## config.mk

```make
export PLATFORM = sky130hd
export DESIGN_NAME = unpack_addr_gen
export DESIGN_NICKNAME = d
export VERILOG_FILES = /design/src/rtl/unpack_addr_pkg.sv /design/src/rtl/unpack_addr_ctrl.sv /design/src/rtl/unpack_addr_dp.sv /design/src/rtl/unpack_addr_gen.sv
export SDC_FILE = /design/constraint.sdc
export NUM_CORES = 1
export LEC_CHECK = 0
export ABC_AREA = 1
export BUFFER_PORTS_ARGS = -buffer_cell sky130_fd_sc_hd__buf_2
export CAP_MARGIN = 20
export CORE_ASPECT_RATIO = 0.6
export CORE_MARGIN = 2
export CORE_UTILIZATION = 50
export CTS_BUF_LIST = sky130_fd_sc_hd__clkbuf_8
export CTS_CLUSTER_SIZE = 30
export DETAILED_ROUTE_END_ITERATION = 10
export HOLD_SLACK_MARGIN = 0.08
export MAX_ROUTING_LAYER = met4
export PLACE_DENSITY = 0.79
export SYNTH_ARGS = -nofsm -noshare
export SYNTH_HDL_FRONTEND = slang
export SYNTH_SLANG_ARGS = --single-unit
```

## constraint.sdc

```tcl
create_clock -name clk -period 3.65 [get_ports clk]
set_clock_uncertainty 0.15 [all_clocks]
set_input_delay 0.365 -clock clk [delete_from_list [all_inputs] [get_ports clk]]
set_output_delay 0.365 -clock clk [all_outputs]
set_load 0.02 [all_outputs]
```

## src/rtl/unpack_addr_pkg.sv

```systemverilog
package unpack_addr_pkg;

  // Strobes sent from the control sequencer to the address datapath
  typedef struct packed {
    logic loadCfg;   // latch set-up, clear index state
    logic advance;   // emit current address, move to next vector
    logic finish;    // this advance is the final vector
  } addrStrobe_t;

endpackage

```

## src/rtl/unpack_addr_ctrl.sv

```systemverilog
module unpack_addr_ctrl
  import unpack_addr_pkg::*;
#(
  parameter int CNT_W = 8
) (
  input  logic             clk,
  input  logic             rstN,
  input  logic             start,
  input  logic [CNT_W-1:0] vecCount,
  input  logic             stepEn,
  output addrStrobe_t      strobe,
  output logic             busy,
  output logic             done
);

  localparam int REM_W = CNT_W + 1;

  logic             busyR;
  logic             doneR;
  logic [REM_W-1:0] remR;

  always_comb begin
    strobe.loadCfg = start & ~busyR;
    strobe.advance = busyR & stepEn;
    strobe.finish  = busyR & stepEn & (remR == REM_W'(1));
  end

  always_ff @(posedge clk or negedge rstN) begin
    if (!rstN) begin
      busyR <= 1'b0;
      doneR <= 1'b0;
      remR  <= '0;
    end else begin
      doneR <= strobe.finish;
      if (strobe.loadCfg) begin
        busyR <= 1'b1;
        remR  <= (vecCount == '0) ? REM_W'(1 << CNT_W) : REM_W'(vecCount);
      end else if (strobe.advance) begin
        remR <= remR - REM_W'(1);
        if (strobe.finish) busyR <= 1'b0;
      end
    end
  end

  assign busy = busyR;
  assign done = doneR;

endmodule

```

## src/rtl/unpack_addr_dp.sv

```systemverilog
module unpack_addr_dp
  import unpack_addr_pkg::*;
#(
  parameter int              ADDR_W   = 32,
  parameter int              IMM_W    = 10,
  parameter int              LEN_W    = 8,
  parameter logic [ADDR_W-1:0] U0_BASE  = 32'h0000_8000,
  parameter logic [ADDR_W-1:0] U1_BASE  = 32'h0001_0000,
  parameter int              U0_BYTES = 4096,
  parameter int              U1_BYTES = 16384
) (
  input  logic              clk,
  input  logic              rstN,
  input  addrStrobe_t       strobe,
  input  logic [IMM_W-1:0]  immAddr,
  input  logic              addTop,
  input  logic [LEN_W-1:0]  writeLen,
  input  logic [LEN_W-1:0]  cycleLen,
  input  logic [IMM_W-1:0]  topsPtr,
  input  logic              unitSel,
  output logic [ADDR_W-1:0] addrOut,
  output logic              addrValid,
  output logic              unitLatched
);

  localparam int QW_SHIFT = 4;                 // 16-byte vectors
  localparam int WL_W     = LEN_W + 1;         // holds 2**LEN_W
  localparam int IDX_W    = 2 * LEN_W + 1;     // cycleLen * rows + inner
  localparam int SUM_W    = IDX_W + 2;         // imm + top + index

  // Captured set-up
  logic             unitR;
  logic             skipR;
  logic [IMM_W-1:0] immR;
  logic [IMM_W-1:0] topTermR;
  logic [WL_W-1:0]  wlEffR;
  logic [LEN_W-1:0] clR;

  // Incremental index state: replaces the divide and modulo per vector
  logic [WL_W-1:0]  innerR;
  logic [IDX_W-1:0] rowR;
  logic [IDX_W-1:0] idxR;

  logic [ADDR_W-1:0] addrR;
  logic              validR;

  logic [SUM_W-1:0]  sumQw;
  logic [ADDR_W-1:0] unitAddr [2];
  logic              rowEnd;
  logic [IDX_W-1:0]  nextRow;

  assign sumQw   = SUM_W'(immR) + SUM_W'(topTermR) + SUM_W'(idxR);
  assign rowEnd  = (innerR == wlEffR - WL_W'(1));
  assign nextRow = rowR + IDX_W'(clR);

  // Per-unit window fold; power-of-two windows use a mask, others a modulo
  for (genvar u = 0; u < 2; u++) begin : gWin
    localparam int              WIN_BYTES = (u == 0) ? U0_BYTES : U1_BYTES;
    localparam int              WIN_QW    = WIN_BYTES >> QW_SHIFT;
    localparam logic [ADDR_W-1:0] WIN_BASE = (u == 0) ? U0_BASE : U1_BASE;
    logic [SUM_W-1:0] foldQw;
    if ((WIN_QW & (WIN_QW - 1)) == 0) begin : gMask
      assign foldQw = sumQw & SUM_W'(WIN_QW - 1);
    end else begin : gMod
      assign foldQw = sumQw % SUM_W'(WIN_QW);
    end
    assign unitAddr[u] = WIN_BASE + (ADDR_W'(foldQw) << QW_SHIFT);
  end

  always_ff @(posedge clk or negedge rstN) begin
    if (!rstN) begin
      unitR    <= 1'b0;
      skipR    <= 1'b0;
      immR     <= '0;
      topTermR <= '0;
      wlEffR   <= '0;
      clR      <= '0;
      innerR   <= '0;
      rowR     <= '0;
      idxR     <= '0;
      addrR    <= '0;
      validR   <= 1'b0;
    end else begin
      validR <= 1'b0;
      if (strobe.loadCfg) begin
        unitR    <= unitSel;
        skipR    <= (writeLen <= cycleLen);
        immR     <= immAddr;
        topTermR <= (unitSel & addTop) ? topsPtr : '0;
        wlEffR   <= (writeLen == '0) ? WL_W'(1 << LEN_W) : WL_W'(writeLen);
        clR      <= cycleLen;
        innerR   <= '0;
        rowR     <= '0;
        idxR     <= '0;
      end else if (strobe.advance) begin
        addrR  <= unitAddr[unitR];
        validR <= 1'b1;
        if (skipR && rowEnd) begin
          innerR <= '0;
          rowR   <= nextRow;
          idxR   <= nextRow;
        end else begin
          innerR <= innerR + WL_W'(1);
          idxR   <= idxR + IDX_W'(1);
        end
      end
    end
  end

  assign addrOut     = addrR;
  assign addrValid   = validR;
  assign unitLatched = unitR;

endmodule

```

## src/rtl/unpack_addr_gen.sv

```systemverilog
module unpack_addr_gen
  import unpack_addr_pkg::*;
#(
  parameter int              ADDR_W   = 32,
  parameter int              IMM_W    = 10,
  parameter int              LEN_W    = 8,
  parameter int              CNT_W    = 8,
  parameter logic [ADDR_W-1:0] U0_BASE  = 32'h0000_8000,
  parameter logic [ADDR_W-1:0] U1_BASE  = 32'h0001_0000,
  parameter int              U0_BYTES = 4096,
  parameter int              U1_BYTES = 16384
) (
  input  logic              clk,
  input  logic              rstN,
  input  logic              start,
  input  logic [CNT_W-1:0]  vecCount,
  input  logic [IMM_W-1:0]  immAddr,
  input  logic              addTop,
  input  logic [LEN_W-1:0]  writeLen,
  input  logic [LEN_W-1:0]  cycleLen,
  input  logic [IMM_W-1:0]  topsPtr,
  input  logic              unitSel,
  input  logic              stepEn,
  output logic [ADDR_W-1:0] addrOut,
  output logic              addrValid,
  output logic              done,
  output logic              busy
);

  addrStrobe_t strobe;
  logic        unitLatched;

  unpack_addr_ctrl #(
    .CNT_W (CNT_W)
  ) u_ctrl (
    .clk      (clk),
    .rstN     (rstN),
    .start    (start),
    .vecCount (vecCount),
    .stepEn   (stepEn),
    .strobe   (strobe),
    .busy     (busy),
    .done     (done)
  );

  unpack_addr_dp #(
    .ADDR_W   (ADDR_W),
    .IMM_W    (IMM_W),
    .LEN_W    (LEN_W),
    .U0_BASE  (U0_BASE),
    .U1_BASE  (U1_BASE),
    .U0_BYTES (U0_BYTES),
    .U1_BYTES (U1_BYTES)
  ) u_dp (
    .clk         (clk),
    .rstN        (rstN),
    .strobe      (strobe),
    .immAddr     (immAddr),
    .addTop      (addTop),
    .writeLen    (writeLen),
    .cycleLen    (cycleLen),
    .topsPtr     (topsPtr),
    .unitSel     (unitSel),
    .addrOut     (addrOut),
    .addrValid   (addrValid),
    .unitLatched (unitLatched)
  );

endmodule

```

==> flow_summary_export.csv, run 1 <==
group,metric,value,unit
timing,hold_viol,0,
critical_path,crit_path_start,"u_dp.idxR[1]$_DFFE_PN0P_",
timing,setup_viol,0,
finish,drive_gt1_share,12.3,%
cts,htree_levels,3,
synthesis,synthMuxAreaShare,0,%
global_route,overflow,0,
min_path,holdPathStages,3,
floorplan,die_x,143,um
cts,cts_root_buf,"clkbuf_8",
routing,drt_wl_total,13400,um
critical_path,crit_type,"flip-flop to flip-flop",
floorplan,die_h,87.5,um
critical_path,r2r_slack,0.90,ns
synthesis,ys_warn_count,0,
timing,clock.fmax,363,MHz
finish,final_cells,995,
routing,postRouteAntennaNets,0,
synthesis,netlist.top_cell.by_area,"dfrtp_1",
global_route,grt_max_degree,54,
cts,cts_sinks,92,
synthesis,synthArstFlopShare,100,%
critical_path,cp-end-kind,"flip-flop",
synthesis,synth_top_area_share,39.6,%
floorplan,core-area,11300,sq um
placed_design,gp_congestion,0.908,
critical_path,worstReg2RegStart,"u_dp.idxR[1]$_DFFE_PN0P_",
timing,slew_headroom,41.9,%
global_route,grt_pass1_wl,22900,um
finish,syn_to_final_growth,14.9,%
critical_path,crit_fanout,4,
min_path,worstHoldPathType,"input pin to flip-flop",
flow_run,cap_violations,0,
timing,min_period_over_period,75.4,%
synthesis,synth_edf_count,0,
global_route,grtUsageTotal,24.3,%
synthesis,ys_seq_area_share,39.6,%
cts,clockBufferDepth,2,
finish,utilization,59.1,%
min_path,hp-start,"topsPtr[6]",
cts,path_clk_slew,0.10,ns
synthesis,synth_xor_area_share,4.82,%
power_and_ir_drop,intPower,2580,uW
timing,finalCriticalPeriod,2.75,ns
finish,n_fill_cell,1021,
synthesis,synth.avg_cell_area,7.84,sq um
timing,rsz0062_at_grt,"no",
synthesis,yosysMostFrequentCell,"nand2_1",
synthesis,synth_adder_area_share,10.0,%
timing,tightest_slew,0.871,ns
min_path,hold_end,"u_dp.topTermR[6]$_DFFE_PN0P_",
finish,nets,920,
synthesis,synth_seq_cells,92,
routing,via_per_inst,5.07,
critical_path,r2r_cells,14,
placed_design,dp_hpwl,10000,um
placed_design,placed_cells,952,
synthesis,synth_area,5810,sq um
power_and_ir_drop,clkPwrFrac,14.4,%
floorplan,start_util,51.4,%
placed_design,portBuffers,64,
critical_path,r2r-end,"u_dp.addrOut[11]$_DFFE_PN0P_",
cts,clk_latency,0.37,ns
power_and_ir_drop,power_frac_seq,37.8,%
synthesis,synth_compound_area_share,8.14,%
power_and_ir_drop,pwr-share-comb,47.7,%
global_route,antenna_found_initial,0,
synthesis,yosys-top-cells-count,"nand2_1 (210), dfrtp_1 (92), inv_1 (89), nand3_1 (69), nor2_1 (47)",
routing,drt_iter0_drc,339,
power_and_ir_drop,peakVddDrop,0.000308,V
floorplan,rows,30,
routing,first_pass_iters,5,
synthesis,synthCells,741,
synthesis,synth_cell_type_count,41,
critical_path,cp.arrival,2.91,ns
synthesis,yosys.area_share.simple,27.5,%
critical_path,cp.required,3.81,ns
cts,cts_buffers,9,
timing,setup-tns-final,0,ns
synthesis,synth_ff_type,"dfrtp_1",
power_and_ir_drop,p_leak,0.00352,uW
routing,drc_errors,0,
cts,cts_resized,0,
timing,drv_slew,0,
synthesis,synth.area.top_cells,"dfrtp_1 (40%), nand2_1 (14%), ha_1 (6.2%), nand3_1 (5.9%), inv_1 (5.7%)",
synthesis,synth_top_family_by_area,"simple AND/OR/NAND/NOR gates",
routing,dr_total_vias,5042,
critical_path,startpoint_type,"flip-flop",
finish,diodes,0,
power_and_ir_drop,cellPowerDensity,710,nW/um^2
cts,cts_tree,"done",
power_and_ir_drop,swShare,45.7,%
floorplan,die_area,12500,sq um
run_status,outcome,"finished clean",
cts,post_cts_buffers,0,
global_route,grt_pass1_vias,4618,
floorplan,ios,85,
power_and_ir_drop,switchingPower,2170,uW
routing,wl_per_cell,13.5,um
-- critical path, cell delays in order, from the launching register on --
cell	delay (ns)
dfrtp_1	0.44
fa_1	0.55
ha_1	0.17
inv_1	0.06
fa_1	0.35
inv_1	0.08
nand2_1	0.06
nand2_1	0.07
nand2_1	0.05
nand2_1	0.10
nand2_1	0.08
nand2_1	0.06
a21oi_1	0.06
or2_2	0.27
a31oi_1	0.13
-- cell families after synthesis --
| kind of cell | Yosys count |
|---|---|
| AOI/OAI and AO/OA | 82 |
| xor gates and xnor gates | 32 |
| adders and majority gates | 40 |
| buffers and inverters | 128 |
| DFF | 92 |
| other | 1 |
| and+or+nand+nor | 366 |
-- repair_timing --
action	in CTS	in global routing
endpoints found under the setup margin	0	0
hold buffers	26	0
hold endpoints to repair	52	0
-- how the worst max path moves through the flow --
stage / to / slack (ns) / depth (start not counted)
2_1_floorplan: u_dp.addrOut[11]$_DFFE_PN0P_ / 1.09 / 14
3_3_place_gp: u_dp.rowR[9]$_DFFE_PN0P_ / 0.97 / 8
3_5_place_dp: u_dp.innerR[4]$_DFFE_PN0P_ / 0.80 / 7
4_1_cts: u_dp.innerR[8]$_DFFE_PN0P_ / 0.83 / 6
5_1_grt: u_dp.addrOut[11]$_DFFE_PN0P_ / 0.69 / 14
6_report: u_dp.addrOut[11]$_DFFE_PN0P_ / 0.90 / 14
-- flip-flops by register name, summed over array words and instances (netlist names), 8 cells and up --
register	count
u_dp.topTermR	10
u_dp.wlEffR	9
u_dp.immR	10
u_dp.idxR	10
u_dp.innerR	9
u_dp.rowR	10
u_dp.addrOut	12
u_ctrl.remR	9
u_dp.clR	8
-- power by group through the flow --
stage	combinational (uW)	clock [uW]	sequential [uW]
CTS	2250	700	1790
detailed placement	2210	0	1800
finish	2260	683	1790
floorplan	1640	0	1790
global route	2640	748	1850
global placement	2140	0	1790
-- final cells by class --
class	instances	area [sq um]	area share, %
clock buffer	10	138	2.06
clock inverter	6	55.1	0.824
inverter	91	342	5.11
multi-input combinational	540	3010	45.1
sequential	92	2300	34.5
tap	160	200	3.00
timing repair buffer	96	632	9.46
-- stage by stage --
stage	hold WS [ns]	setup slack (ns)	area [sq um]	power, uW
after floorplan	-0.0806	1.09	5880	3420
after global placement	0.155	0.969	6210	3930
after detailed placement	0.152	0.798	6210	4020
after CTS	0.0815	0.830	6670	4730
after global routing	0.0941	0.686	6680	5230
final	0.0864	0.899	6680	4740
-- layer usage --
metal | global-route usage (%) | part of all wire, % | up-vias
li1 | - | - | 2526
met1 | 36.5 | 53 | 2354
met2 | 34.3 | 40 | 153
met3 | 4.78 | 5.9 | 9
met4 | 4.05 | 0.72 | 0
met5 | - | 0 | -
-- cells in the final DEF, fill, tap and decap left out, drive strengths merged --
cell | netlist | routed
nor3b | 1 | 1
dfrtp | 92 | 92
o211ai | 4 | 4
nand4 | 10 | 10
clkbuf | 13 | 10
nand3b | 4 | 4
fa | 11 | 11
a31oi | 3 | 3
and2 | 1 | 1
nor4 | 5 | 5
clkinv | 1 | 2
nand3 | 72 | 72
xor2 | 18 | 18
nand2 | 213 | 213
conb | 1 | 20
or2 | 2 | 2
a22oi | 1 | 1
inv | 90 | 93
xnor2 | 14 | 14
o311ai | 2 | 2
a221oi | 1 | 1
o22ai | 8 | 8
nor2 | 53 | 53
a21oi | 19 | 19
o31ai | 1 | 1
o21bai | 3 | 3
o221ai | 1 | 1
o21ai | 39 | 39
clkinvlp | 0 | 2
dlygate4sd3 | 0 | 26
ha | 29 | 29
nor3 | 5 | 5
buf | 24 | 70
No activity file was read; power rests on OpenSTA's default activity.
==> run 2, diff against run 1 <==
- PLACE_DENSITY: 0.79 -> 0.82
- clock period: 3.65 -> 2.45 ns (I/O delays scaled with it)
==> run 2 against run 1 <==
Against the previous run:
- the flow now finishes with violations (negative setup slack)
- hold slack improved by 0.13 ns
- die area did not move
- routed wire length up 9.4%
- design area increased by 6.7%
- total power rose by 59%
- register-to-register slack got worse by 1.1 ns
- sequential power up 47%
- first-iteration DRC count grew 16%
- sequential share of layout area fell by 2.2 points
- clock power is 44% higher
- worst setup slack worse by 1.1 ns
- critical endpoint is now u_dp.addrOut[9]$_DFFE_PN0P_
- largest cell class unchanged
==> flow_summary_export.csv, run 2 (same netlist as run 1, synthesis figures left out) <==
group,metric,value,unit
global_route,antenna_found_initial,0,
floorplan,start_util,51.4,%
placed_design,portBuffers,64,
finish,nets,964,
timing,setup_viol,3,
placed_design,dp_hpwl,10300,um
power_and_ir_drop,p_total,7520,uW
critical_path,slowest_stage,"fa_1",
critical_path,crit_fanout,2,
routing,dr_total_vias,5316,
run_status,violations,"negative setup slack",
critical_path,r2r_slack,-0.17,ns
timing,clock.fmax,381,MHz
critical_path,cp-end-kind,"flip-flop",
cts,cts_sinks,92,
timing,hold_viol,0,
cts,path_clk_slew,0.10,ns
cts,cts_root_buf,"clkbuf_8",
global_route,grt_max_degree,56,
placed_design,gp_congestion,0.924,
cts,clk_latency,0.38,ns
critical_path,cp.required,2.57,ns
cts,htree_levels,3,
critical_path,path_depth,15,
finish,largest_reg_flops,12,
floorplan,die_x,143,um
power_and_ir_drop,p_leak,0.00373,uW
timing,finalCriticalPeriod,2.62,ns
critical_path,cpMostUsedCell,"nand2_2",
finish,diodes,0,
critical_path,worstReg2RegStart,"u_dp.topTermR[1]$_DFFE_PN0P_",
routing,first_pass_iters,5,
critical_path,critical-path-top-delay-family,"adder cells",
timing,rsz0062_at_grt,"yes",
finish,syn_to_final_growth,22.7,%
power_and_ir_drop,peakVddDrop,0.000424,V
timing,drv_slew,0,
critical_path,worstPathCellList,"fa_1, ha_2, inv_2, fa_2, inv_2, nand2_2, nand2_2, nand2_2, nand2_2, nand2_2, buf_4, buf_4, buf_4, nand2_2, o21ai_2",
finish,layout_common_cells,"nand2_1 (202), dfrtp_1 (92), inv_1 (88), nand3_1 (69), buf_2 (63)",
run_status,outcome,"complete, but fails checks",
global_route,grtUsageTotal,25.3,%
critical_path,startpoint_type,"flip-flop",
floorplan,die_area,12500,sq um
finish,final_cell_area,7130,sq um
finish,final_common_cell,"nand2_1",
cts,clockBufferDepth,2,
finish,drive_gt1_share,16.3,%
critical_path,path_buf_inv,5,
flow_run,cap_violations,0,
critical_path,r2r_cells,15,
floorplan,rows,30,
timing,tightest_slew,0.741,ns
timing,slew_headroom,50.5,%
global_route,grt_pass1_vias,5024,
timing,fin_ws,-0.171,ns
routing,wl_per_cell,14.1,um
global_route,overflow,0,
power_and_ir_drop,cellPowerDensity,1060,nW/um^2
placed_design,dpl-instance-area,6380,sq um
routing,via_per_inst,5.12,
cts,cts_tree,"done",
critical_path,cp_slowest_stage_delay,0.54,ns
min_path,worstHoldPathType,"input pin to asynchronous set/reset pin",
critical_path,cp.arrival,2.75,ns
timing,min_period_over_period,107,%
routing,postRouteAntennaNets,0,
global_route,grt_pass1_wl,24100,um
floorplan,die_h,87.5,um
routing,drt_wl_total,14700,um
critical_path,crit_type,"flip-flop to flip-flop",
routing,drt_iter0_drc,392,
cts,cts_buffers,9,
floorplan,core-area,11300,sq um
critical_path,r2r-end,"u_dp.addrOut[9]$_DFFE_PN0P_",
floorplan,ios,85,
routing,drc_errors,0,
[run 2: cell types whose count changed in the layout (fill, tap and decap cells not counted), sizes merged]
cell / delta
buf: +23
dlygate4sd3: +21
clkinv: +1
clkinvlp: -1
[run 2: power by group]
group          internal, uW  switching [uW]
clock                   404             581
combinational          1610            2290
sequential             2110             527
total                  4120            3400
[run 2: cell type report]
class | instances | area, sq um
clock buffers | 10 | 138
flip-flops and latches | 92 | 2300
inverters | 91 | 342
multi-input cells | 540 | 3070
well taps | 160 | 200
fillers | 970 | 4170
repair buffers | 140 | 1030
clock inverters | 6 | 46.3
[run 2: worst max-delay path by stage]
| stage | start | endpoint | slack (ns) |
|---|---|---|---|
| after floorplan | u_dp.immR[1]$_DFFE_PN0P_ | u_dp.addrOut[11]$_DFFE_PN0P_ | -0.08 |
| after global placement | u_dp.immR[1]$_DFFE_PN0P_ | u_dp.addrOut[11]$_DFFE_PN0P_ | -0.12 |
| after detailed placement | u_ctrl.busy$_DFFE_PN0P_ | u_dp.rowR[9]$_DFFE_PN0P_ | -0.22 |
| after CTS | u_dp.topTermR[1]$_DFFE_PN0P_ | u_dp.addrOut[11]$_DFFE_PN0P_ | -0.14 |
| after global routing | u_dp.topTermR[1]$_DFFE_PN0P_ | u_dp.addrOut[9]$_DFFE_PN0P_ | -0.22 |
| final | u_dp.topTermR[1]$_DFFE_PN0P_ | u_dp.addrOut[9]$_DFFE_PN0P_ | -0.17 |
[run 2: what timing repair did]
| action | in CTS | in global routing |
|---|---|---|
| pin swaps | 8 | 4 |
| hold buffers | 47 | 0 |
| resized for setup | 7 | 11 |
| setup endpoints to repair | 12 | 23 |
| setup buffers | 3 | 4 |
| endpoints found under the hold margin | 85 | 0 |
[run 2: worst register-to-register path, stage by stage, from the launching register on]
cell and delay, ns:
dfrtp_1 0.41, fa_1 0.54, ha_2 0.18, inv_2 0.04
fa_2 0.33, inv_2 0.07, nand2_2 0.06, nand2_2 0.07
nand2_2 0.05, nand2_2 0.07, nand2_2 0.06, buf_4 0.14
buf_4 0.12, buf_4 0.12, nand2_2 0.05, o21ai_2 0.05
[run 2: routing by layer]
layer  GRT usage, %  up-vias  part of all wire [%]
li1               -     2612                     -
met1           36.8     2495                    49
met2           36.5      184                    43
met3           4.67       25                   7.1
met4           6.39        0                   1.3
met5              -        -                     0
[run 2: metrics by stage]
step	TNS, ns	hold WS, ns	util [%]	instances	setup WS (ns)
6_report	-0.421	0.217	63.1	1039	-0.171
5_1_grt	-0.836	0.252	63.1	1039	-0.223
4_1_cts	-0.246	0.214	62.6	1036	-0.142
3_5_place_dp	-1.85	0.0951	56.4	970	-0.216
3_3_place_gp	-0.125	0.0909	56.4	970	-0.119
2_1_floorplan	-0.0844	-0.201	-	760	-0.0844
